[src/rtl/rvx_pkg.sv]
package rvx_pkg;

    typedef enum logic [6:0] {
        OPC_REG    = 7'b0110011,
        OPC_IMM    = 7'b0010011,
        OPC_REGW   = 7'b0111011,
        OPC_UPPER  = 7'b0110111,
        OPC_STORE  = 7'b0100011,
        OPC_BRANCH = 7'b1100011,
        OPC_JUMP   = 7'b1101111
    } opcode_e;

    localparam int unsigned ILEN   = 32;
    localparam int unsigned RIDX_W = 5;

endpackage

[src/rtl/rvx_imm_builder.sv]
module rvx_imm_builder #(
    parameter int unsigned XLEN = 64
) (
    input  logic [31:7]     ibits,
    output logic [XLEN-1:0] imm_i,
    output logic [XLEN-1:0] imm_s,
    output logic [XLEN-1:0] imm_b,
    output logic [XLEN-1:0] imm_u,
    output logic [XLEN-1:0] imm_j
);
    localparam int unsigned EXT12 = XLEN - 12;
    localparam int unsigned EXT13 = XLEN - 13;
    localparam int unsigned EXT21 = XLEN - 21;
    localparam int unsigned EXT32 = XLEN - 32;

    logic sgn;

    always_comb begin
        sgn   = ibits[31];
        imm_i = {{EXT12{sgn}}, ibits[31:20]};
        imm_s = {{EXT12{sgn}}, ibits[31:25], ibits[11:7]};
        imm_b = {{EXT13{sgn}}, sgn, ibits[7], ibits[30:25], ibits[11:8], 1'b0};
        imm_u = {{EXT32{sgn}}, ibits[31:12], 12'b0};
        imm_j = {{EXT21{sgn}}, sgn, ibits[19:12], ibits[20], ibits[30:21], 1'b0};
    end

endmodule

[src/rtl/rvx_adder.sv]
module rvx_adder #(
    parameter int unsigned XLEN = 64
) (
    input  logic [XLEN-1:0] opa,
    input  logic [XLEN-1:0] opb,
    input  logic            word,
    output logic [XLEN-1:0] sum
);
    localparam int unsigned HI_W = XLEN - 32;

    logic [XLEN-1:0] full_sum;
    logic [31:0]     low_sum;

    always_comb begin
        full_sum = opa + opb;
        low_sum  = opa[31:0] + opb[31:0];
        sum      = word ? {{HI_W{low_sum[31]}}, low_sum} : full_sum;
    end

endmodule

[src/rtl/rvx_branch_cmp.sv]
module rvx_branch_cmp #(
    parameter int unsigned XLEN = 64
) (
    input  logic [XLEN-1:0] lhs,
    input  logic [XLEN-1:0] rhs,
    input  logic [2:0]      cond,
    output logic            take,
    output logic            cond_ok
);
    logic eq, lt_s, lt_u;

    always_comb begin
        eq      = (lhs == rhs);
        lt_s    = ($signed(lhs) < $signed(rhs));
        lt_u    = (lhs < rhs);
        cond_ok = 1'b1;
        unique case (cond)
            3'b000:  take = eq;
            3'b001:  take = !eq;
            3'b100:  take = lt_s;
            3'b101:  take = !lt_s;
            3'b110:  take = lt_u;
            3'b111:  take = !lt_u;
            default: begin
                take    = 1'b0;
                cond_ok = 1'b0;
            end
        endcase
    end

endmodule

[src/rtl/rv_exec_unit.sv]
module rv_exec_unit
    import rvx_pkg::*;
#(
    parameter int unsigned XLEN = 64
) (
    input  logic                clk,
    input  logic                rst,
    input  logic                in_valid,
    input  logic [ILEN-1:0]     instr,
    input  logic [XLEN-1:0]     rs1_val,
    input  logic [XLEN-1:0]     rs2_val,
    input  logic [XLEN-1:0]     pc,
    output logic                out_valid,
    output logic                wb_en,
    output logic [RIDX_W-1:0]   rd_idx,
    output logic [XLEN-1:0]     result,
    output logic [XLEN-1:0]     target,
    output logic                taken,
    output logic                illegal
);
    localparam logic [XLEN-1:0] STEP = XLEN'(4);

    typedef struct packed {
        logic              valid;
        logic              wb;
        logic [RIDX_W-1:0] rd;
        logic [XLEN-1:0]   res;
        logic [XLEN-1:0]   tgt;
        logic              tkn;
        logic              ill;
    } stage_t;

    stage_t stage_d, stage_q;

    logic [6:0]        op;
    logic [2:0]        f3;
    logic [6:0]        f7;
    logic [RIDX_W-1:0] rd;
    logic              rd_nz;

    logic [XLEN-1:0] imm_i, imm_s, imm_b, imm_u, imm_j;
    logic [XLEN-1:0] alu_a, alu_b, alu_sum, tgt_off, tgt_sum;
    logic            alu_word;
    logic            br_take, br_ok;

    assign op    = instr[6:0];
    assign f3    = instr[14:12];
    assign f7    = instr[31:25];
    assign rd    = instr[11:7];
    assign rd_nz = (rd != '0);

    rvx_imm_builder #(.XLEN(XLEN)) u_imm (
        .ibits (instr[31:7]),
        .imm_i (imm_i),
        .imm_s (imm_s),
        .imm_b (imm_b),
        .imm_u (imm_u),
        .imm_j (imm_j)
    );

    always_comb begin
        alu_a    = rs1_val;
        alu_b    = rs2_val;
        alu_word = 1'b0;
        unique case (op)
            OPC_IMM:   alu_b    = imm_i;
            OPC_STORE: alu_b    = imm_s;
            OPC_REGW:  alu_word = 1'b1;
            default:   ;
        endcase
        tgt_off = (op == OPC_JUMP) ? imm_j : imm_b;
    end

    rvx_adder #(.XLEN(XLEN)) u_alu (
        .opa  (alu_a),
        .opb  (alu_b),
        .word (alu_word),
        .sum  (alu_sum)
    );

    rvx_adder #(.XLEN(XLEN)) u_tgt (
        .opa  (pc),
        .opb  (tgt_off),
        .word (1'b0),
        .sum  (tgt_sum)
    );

    rvx_branch_cmp #(.XLEN(XLEN)) u_cmp (
        .lhs     (rs1_val),
        .rhs     (rs2_val),
        .cond    (f3),
        .take    (br_take),
        .cond_ok (br_ok)
    );

    always_comb begin
        stage_d       = '0;
        stage_d.valid = in_valid;
        stage_d.rd    = rd;
        if (in_valid) begin
            unique case (op)
                OPC_REG, OPC_REGW: begin
                    if (f3 == 3'b000 && f7 == 7'b0) begin
                        stage_d.res = alu_sum;
                        stage_d.wb  = rd_nz;
                    end else begin
                        stage_d.ill = 1'b1;
                    end
                end
                OPC_IMM: begin
                    if (f3 == 3'b000) begin
                        stage_d.res = alu_sum;
                        stage_d.wb  = rd_nz;
                    end else begin
                        stage_d.ill = 1'b1;
                    end
                end
                OPC_UPPER: begin
                    stage_d.res = imm_u;
                    stage_d.wb  = rd_nz;
                end
                OPC_STORE: begin
                    if (!f3[2]) stage_d.res = alu_sum;
                    else        stage_d.ill = 1'b1;
                end
                OPC_BRANCH: begin
                    if (br_ok) begin
                        stage_d.tgt = tgt_sum;
                        stage_d.tkn = br_take;
                    end else begin
                        stage_d.ill = 1'b1;
                    end
                end
                OPC_JUMP: begin
                    stage_d.res = pc + STEP;
                    stage_d.tgt = tgt_sum;
                    stage_d.tkn = 1'b1;
                    stage_d.wb  = rd_nz;
                end
                default: stage_d.ill = 1'b1;
            endcase
        end
    end

    always_ff @(posedge clk) begin
        if (rst) stage_q <= '0;
        else     stage_q <= stage_d;
    end

    assign out_valid = stage_q.valid;
    assign wb_en     = stage_q.wb;
    assign rd_idx    = stage_q.rd;
    assign result    = stage_q.res;
    assign target    = stage_q.tgt;
    assign taken     = stage_q.tkn;
    assign illegal   = stage_q.ill;


    rd_zero_no_wb_chk: assert property (@(posedge clk) disable iff (rst)
        (in_valid && instr[11:7] == 5'd0) |=> !wb_en);


    illegal_quiet_chk: assert property (@(posedge clk) disable iff (rst)
        illegal |-> (!wb_en && !taken));


    valid_follow_chk: assert property (@(posedge clk) disable iff (rst)
        !in_valid |=> (!out_valid && !taken && !wb_en));


    jump_taken_chk: assert property (@(posedge clk) disable iff (rst)
        (in_valid && instr[6:0] == 7'b1101111) |=> taken);


    target_parity_chk: assert property (@(posedge clk) disable iff (rst)
        (in_valid && instr[6:0] == 7'b1100011) |=> (target[0] == $past(pc[0])));

endmodule

[config.mk]
export PLATFORM = sky130hd
export DESIGN_NAME = rv_exec_unit
export DESIGN_NICKNAME = d
export VERILOG_FILES = /design/src/rtl/rvx_pkg.sv /design/src/rtl/rvx_imm_builder.sv /design/src/rtl/rvx_adder.sv /design/src/rtl/rvx_branch_cmp.sv /design/src/rtl/rv_exec_unit.sv
export SDC_FILE = /design/constraint.sdc
export NUM_CORES = 1
export LEC_CHECK = 0
export CAP_MARGIN = 40
export CORE_AREA = 2 2 187 189
export CTS_CLUSTER_DIAMETER = 100
export CTS_CLUSTER_SIZE = 8
export DETAILED_ROUTE_END_ITERATION = 6
export DIE_AREA = 0 0 189 191
export PLACE_DENSITY = 0.69
export SETUP_SLACK_MARGIN = 0.4
export SLEW_MARGIN = 20
export SYNTH_ARGS = -nofsm -noshare
export SYNTH_HDL_FRONTEND = slang
export SYNTH_SLANG_ARGS = --single-unit
[constraint.sdc]
create_clock -name clk -period 7.5 [get_ports clk]
set_input_delay 2.25 -clock clk [delete_from_list [all_inputs] [get_ports clk]]
set_output_delay 2.25 -clock clk [all_outputs]
set_load 0.005 [all_outputs]
* Word level (Yosys, flattened, before mapping)
Index checks and enable logic that the tools add are counted.
Word-level totals: flip-flop bits (word level) 137, latch bits 0, bits in writable memories 0, memory bits (read-only) 0, output and inout port bits 137, memories kept 0
Cells by class: add/subtract/negate cells 4, $mul 0, divide/modulo/power cells 0, order comparisons 2, equality and inequality tests 13, shift-type cells 0, muxes and demuxes 20, bitwise operators 1, reductions and logical operators 11
Operator list (count):
- case mux 64 bit (5 select lines) | 1
- two-way mux 64 bit | 4
- case mux 65 bit (2 select lines) | 1
- adder 64 bit | 2
- < comparator 64 bit | 2
- case mux 64 bit (2 select lines) | 1
- two-way mux 65 bit | 1
- adder 64 x 3 -> 64 bit, second input constant | 1
- == test 64 bit | 1
- adder 32 bit | 1
- == test 7 x 6 -> 1 bit, second input constant | 4
- two-way mux 20 bit | 1
- == test 7 bit, second input constant | 2
- == test 3 bit, second input constant | 4
- two-way mux 1 bit | 8
- == test 7 x 5 -> 1 bit, second input constant | 1
- zero test 7 bit | 1
- case mux 1 bit (6 select lines) | 1
- OR reduction 2 bit | 3
- OR reduction 6 bit | 1
- case mux 1 bit (5 select lines) | 1
- nonzero test 5 bit | 1
- == test 3 x 1 -> 1 bit, second input constant | 1
- zero test 1 bit | 3
- 4 further kinds | 4

* Longest topological paths before layout
depth in word-level cells 6, depth in mapped cells 21

* Modules after synthesis
Synthesis repeated with hierarchy kept, for this count alone.
Second synthesis, totals: cell total of the unflattened synthesis 2741, area total of the unflattened synthesis 20188.1 um2
Modules (own cells, without submodules):
- rv_exec_unit | times used 1, cells each 923, area each 7783.7 um2, seq. area each 2742.6 um2
- rvx_adder at u_alu | times used 1, cells each 645, area each 4234.1 um2, seq. area each 0.0 um2
- rvx_adder at u_tgt | times used 1, cells each 612, area each 4031.4 um2, seq. area each 0.0 um2
- rvx_imm_builder | times used 1, cells each 321, area each 2406.1 um2, seq. area each 0.0 um2
- rvx_branch_cmp | times used 1, cells each 240, area each 1732.9 um2, seq. area each 0.0 um2

* Worst setup path before layout
OpenSTA, ideal clock, no wires.
kind input to register, from input instr[5], to register stage_q (netlist bit result[32]), setup time 128 ps, arrival time 6258 ps, data required time 7372 ps, setup slack 1114 ps, stages on the path 19, path buffers 3, cell sequence and4b_1 -> and3b_1 -> clkbuf_1 -> nor2_1 -> clkbuf_1 -> clkbuf_1 -> mux2_2 -> ha_1 -> a21oi_1 -> o221ai_1 -> and2_1 -> or3_1 -> or3_1 -> nor2b_1 -> nor2_2 -> xor2_1 -> o21ai_1 -> a221oi_1 -> nor2_1
On the way: longest elaborated chain between the ends 6, elaborated cells on any way between the ends 16
Ends and longest elaborated chain:
- start: declaration | RTL line rv_exec_unit.sv:9 | input logic [ILEN-1:0] instr,
- == test 7 x 6 -> 1 bit or == test 7 x 5 -> 1 bit (tied branches) | RTL line rv_exec_unit.sv:65, rv_exec_unit.sv:101
- case mux 64 bit (2 select lines) | RTL line rv_exec_unit.sv:65 | unique case (op)
- adder 64 bit or adder 32 bit (tied branches) | RTL line rvx_adder.sv:15, rvx_adder.sv:16
- two-way mux 64 bit | RTL line rvx_adder.sv:17 | sum = word ? {{HI_W{low_sum[31]}}, low_sum} : full_sum;
- two-way mux 64 bit (on tied branches) | RTL line rv_exec_unit.sv:123, rv_exec_unit.sv:103, rv_exec_unit.sv:111
- case mux 64 bit (5 select lines) * | RTL line rv_exec_unit.sv:101 | unique case (op)
- end signal: assignment | RTL line rv_exec_unit.sv:147 | else stage_q <= stage_d;
- end: declaration | RTL line rv_exec_unit.sv:33 | stage_t stage_d, stage_q;
Every way passes the cells marked *; elsewhere a longest branch is shown, timed or not. A chain may end at the register's enable or synchronous reset.

* Worst setup path in the final report
from input instr[5], to register stage_q (netlist bit result[61])
The elaborated chain is that of the path after synthesis.

==> results.toml <==
[detailed_routing]
drt_wl_total_um = 60200
vias = 16790
wl_per_cell_um = 21.3
vias_per_cell = 5.94
drc = 0
drtPass1Iterations = 5
drtAntennaViolNets = 0
dr.first_iter.drc_count = 1414

[clock_tree]
cts-root-buf = "clkbuf_16"
cts.clk_slew.worst_paths_ps = 60
clock-sinks = 137
cts_buffers = 17
cts_resized = 0
post-cts-setup-buffer-count = 0
cts-hold-fix-buffers = 0
htree_num_levels = 4
cts_tree = "yes"
cts.path.max_buffers = 2

[synthesis]
yosysTopAreaCellShare = 0.180
syn_inst = 2031
synthTopCellsByCount = "211 x a21oi_1, 203 x ha_1, 179 x nor2_1"
synth_top_family_by_area = "compound AO/OA/AOI/OAI gates"
synthArstFlopShare = 0
synth_cell_types = 85
syn-num-nets = 2463
ys.flop_type = "dfxtp_1"
synth.area.mux_share = 0.00576
synth-edff-count = 0
synth_fa_ha_area_frac = 0.170
synth-compound-area-share = 0.292
syn_avg_cell_area_um2 = 7.49
synth_most_common_cell = "a21oi_1"
ys_ff_latch = 137
syn-cell-area_um2 = 15200
yosysTopAreaCell = "dfxtp_1"
yosys.area_share.simple = 0.202
synth.area.top_cells = "dfxtp_1 18%, ha_1 17%, a21o_1 7.8%"
yosys.area_share.xor_xnor = 0.103
seq_area_frac_synth = 0.180
yosys_warnings = 0

[sta]
period_share = 0.917
setup_tns_ps = 0
fmax_mhz = 145
finalHoldViolCount = 0
final_max_slew_viol_count = 0
slew_headroom = 0.490
rsz0062_at_grt = "false"
tightest_slew_ps = 758
fin_crit_ps = 6880
setup_viol = 0

[worst_setup_path]
crit_fanout = 12
cp-start-kind = "primary input"
cp_slowest_cell = "clkdlybuf4s50_1"
worstPathRequired_ps = 7860
cp_top_family = "compound AO/OA/AOI/OAI gates"
critical_path_class = "primary input to flip-flop"
critPathBufInv = 2
cp-end-kind = "flip-flop"
max_stage_delay_ps = 510
cp.arrival_ps = 7240
crit_chain = "clkdlybuf4s50_1 > and4b_1 > and3b_1 > nor2_4 > buf_4 > mux2_2 > ha_1 > and2_1 > o211a_1 > nor4b_1 > o31a_1 > o41a_1 > o311ai_1 > a31oi_1 > xnor2_1 > o21ai_1 > a21oi_1"

[global_route]
grt_pass1_wl_um = 90800
antenna_found_initial = 2
grt_max_degree = 65
grt_use_total = 0.324
gr-total-overflow = 0
grt_pass1_vias = 15947

[place]
numPlacedInstances = 2792
place.gp.congestion = 0.979
post-dp-hpwl_um = 50200
dpl-instance-area_um2 = 19400
io_buffer_count = 363

[finish]
fin_cells = 2826
final_util = 0.587
fillCellCount = 3229
nets = 2788
stdcell_area_um2 = 20000
drive_gt1_frac = 0.0452
syn_to_final_growth_pct = 31.7

[flow_run]
cap_violations = 0

[pwr]
p_leak_uw = 0.00873
p_total_uw = 2790
power.density_nw_per_um2 = 139
ir_drop_mv = 0.133

[die]
fp.dieH_um = 191
core_um2 = 34100
die_area_um2 = 36100
start_util = 0.446
ioPinCount = 364
die_x_um = 189
rows = 68

[min_path]
worstHoldPathType = "primary input to flip-flop"

[status]
outcome = "finished, final reports clean"
==> where the power goes <==
group	total, uW	internal (uW)	switching (uW)
Clock	944	591	353
Sequential	732	730	1.32
Combinational	1110	478	635
Total	2790	1800	989
==> kinds of logic (layout without fill, tap and decap cells) <==
| logic type | count (synthesis) | after routing |
|---|---|---|
| xor gates and xnor gates | 178 | 178 |
| DFF | 137 | 137 |
| and+or+nand+nor | 629 | 629 |
| other | 0 | 2 |
| muxes | 8 | 8 |
| buffers and inverters | 192 | 530 |
| AOI/OAI and AO/OA | 682 | 682 |
| adders and majority gates | 205 | 205 |
==> cell usage in the layout (no fill, tap or decap), drive strengths merged, types with 30 or more instances in the layout <==
cell type and instances:
xnor2 104, xor2 74, inv 108, nand4 54, dfxtp 137, buf 30, ha 203, nand3 56
o21ai 115, clkdlybuf4s50 362, a21oi 212, nor2 182, and3 32, a31oi 30, a21o 159, nand2 171
==> registers in the layout, summed over array words and instances (netlist names) <==
| name | count |
|---|---|
| result | 64 |
| target | 64 |
| rd_idx | 5 |
| illegal | 1 |
| out_valid | 1 |
| taken | 1 |
| wb_en | 1 |
==> layout make-up <==
type | count | area (um^2) | share of cell area
clock inverter | 15 | 224 | 0.0112
clock buffer | 17 | 425 | 0.0212
timing repair buffer | 392 | 3880 | 0.194
tap | 455 | 569 | 0.0284
inverter | 106 | 398 | 0.0199
sequential | 137 | 2740 | 0.137
antenna | 2 | 5.00 | 0.000250
multi-input combinational | 1702 | 11800 | 0.588
==> metal layers <==
metal | vias to the layer above | part of all wire | track usage
met5 | - | 0 | 0
met4 | 0 | 0.034 | 0.111
met3 | 99 | 0.071 | 0.0393
met2 | 771 | 0.43 | 0.511
met1 | 7871 | 0.46 | 0.453
li1 | 8049 | - | -
==> path summary, 6_finish.rpt <==
kind / end / startpoint / slack, ps / depth (start not counted)
setup / recovery: result[61] / instr[5] / 620 / 17
hold / removal: target[0] / pc[0] / 2450 / 2
==> through the flow <==
| stage | hold slack (ps) | setup slack [ps] |
|---|---|---|
| 2_1_floorplan | 2320 | 1110 |
| 3_3_place_gp | 2880 | 270 |
| 3_5_place_dp | 2900 | 243 |
| 4_1_cts | 2440 | 678 |
| 5_1_grt | 2460 | 408 |
| 6_report | 2450 | 621 |
(Power assumes the default switching activity.)
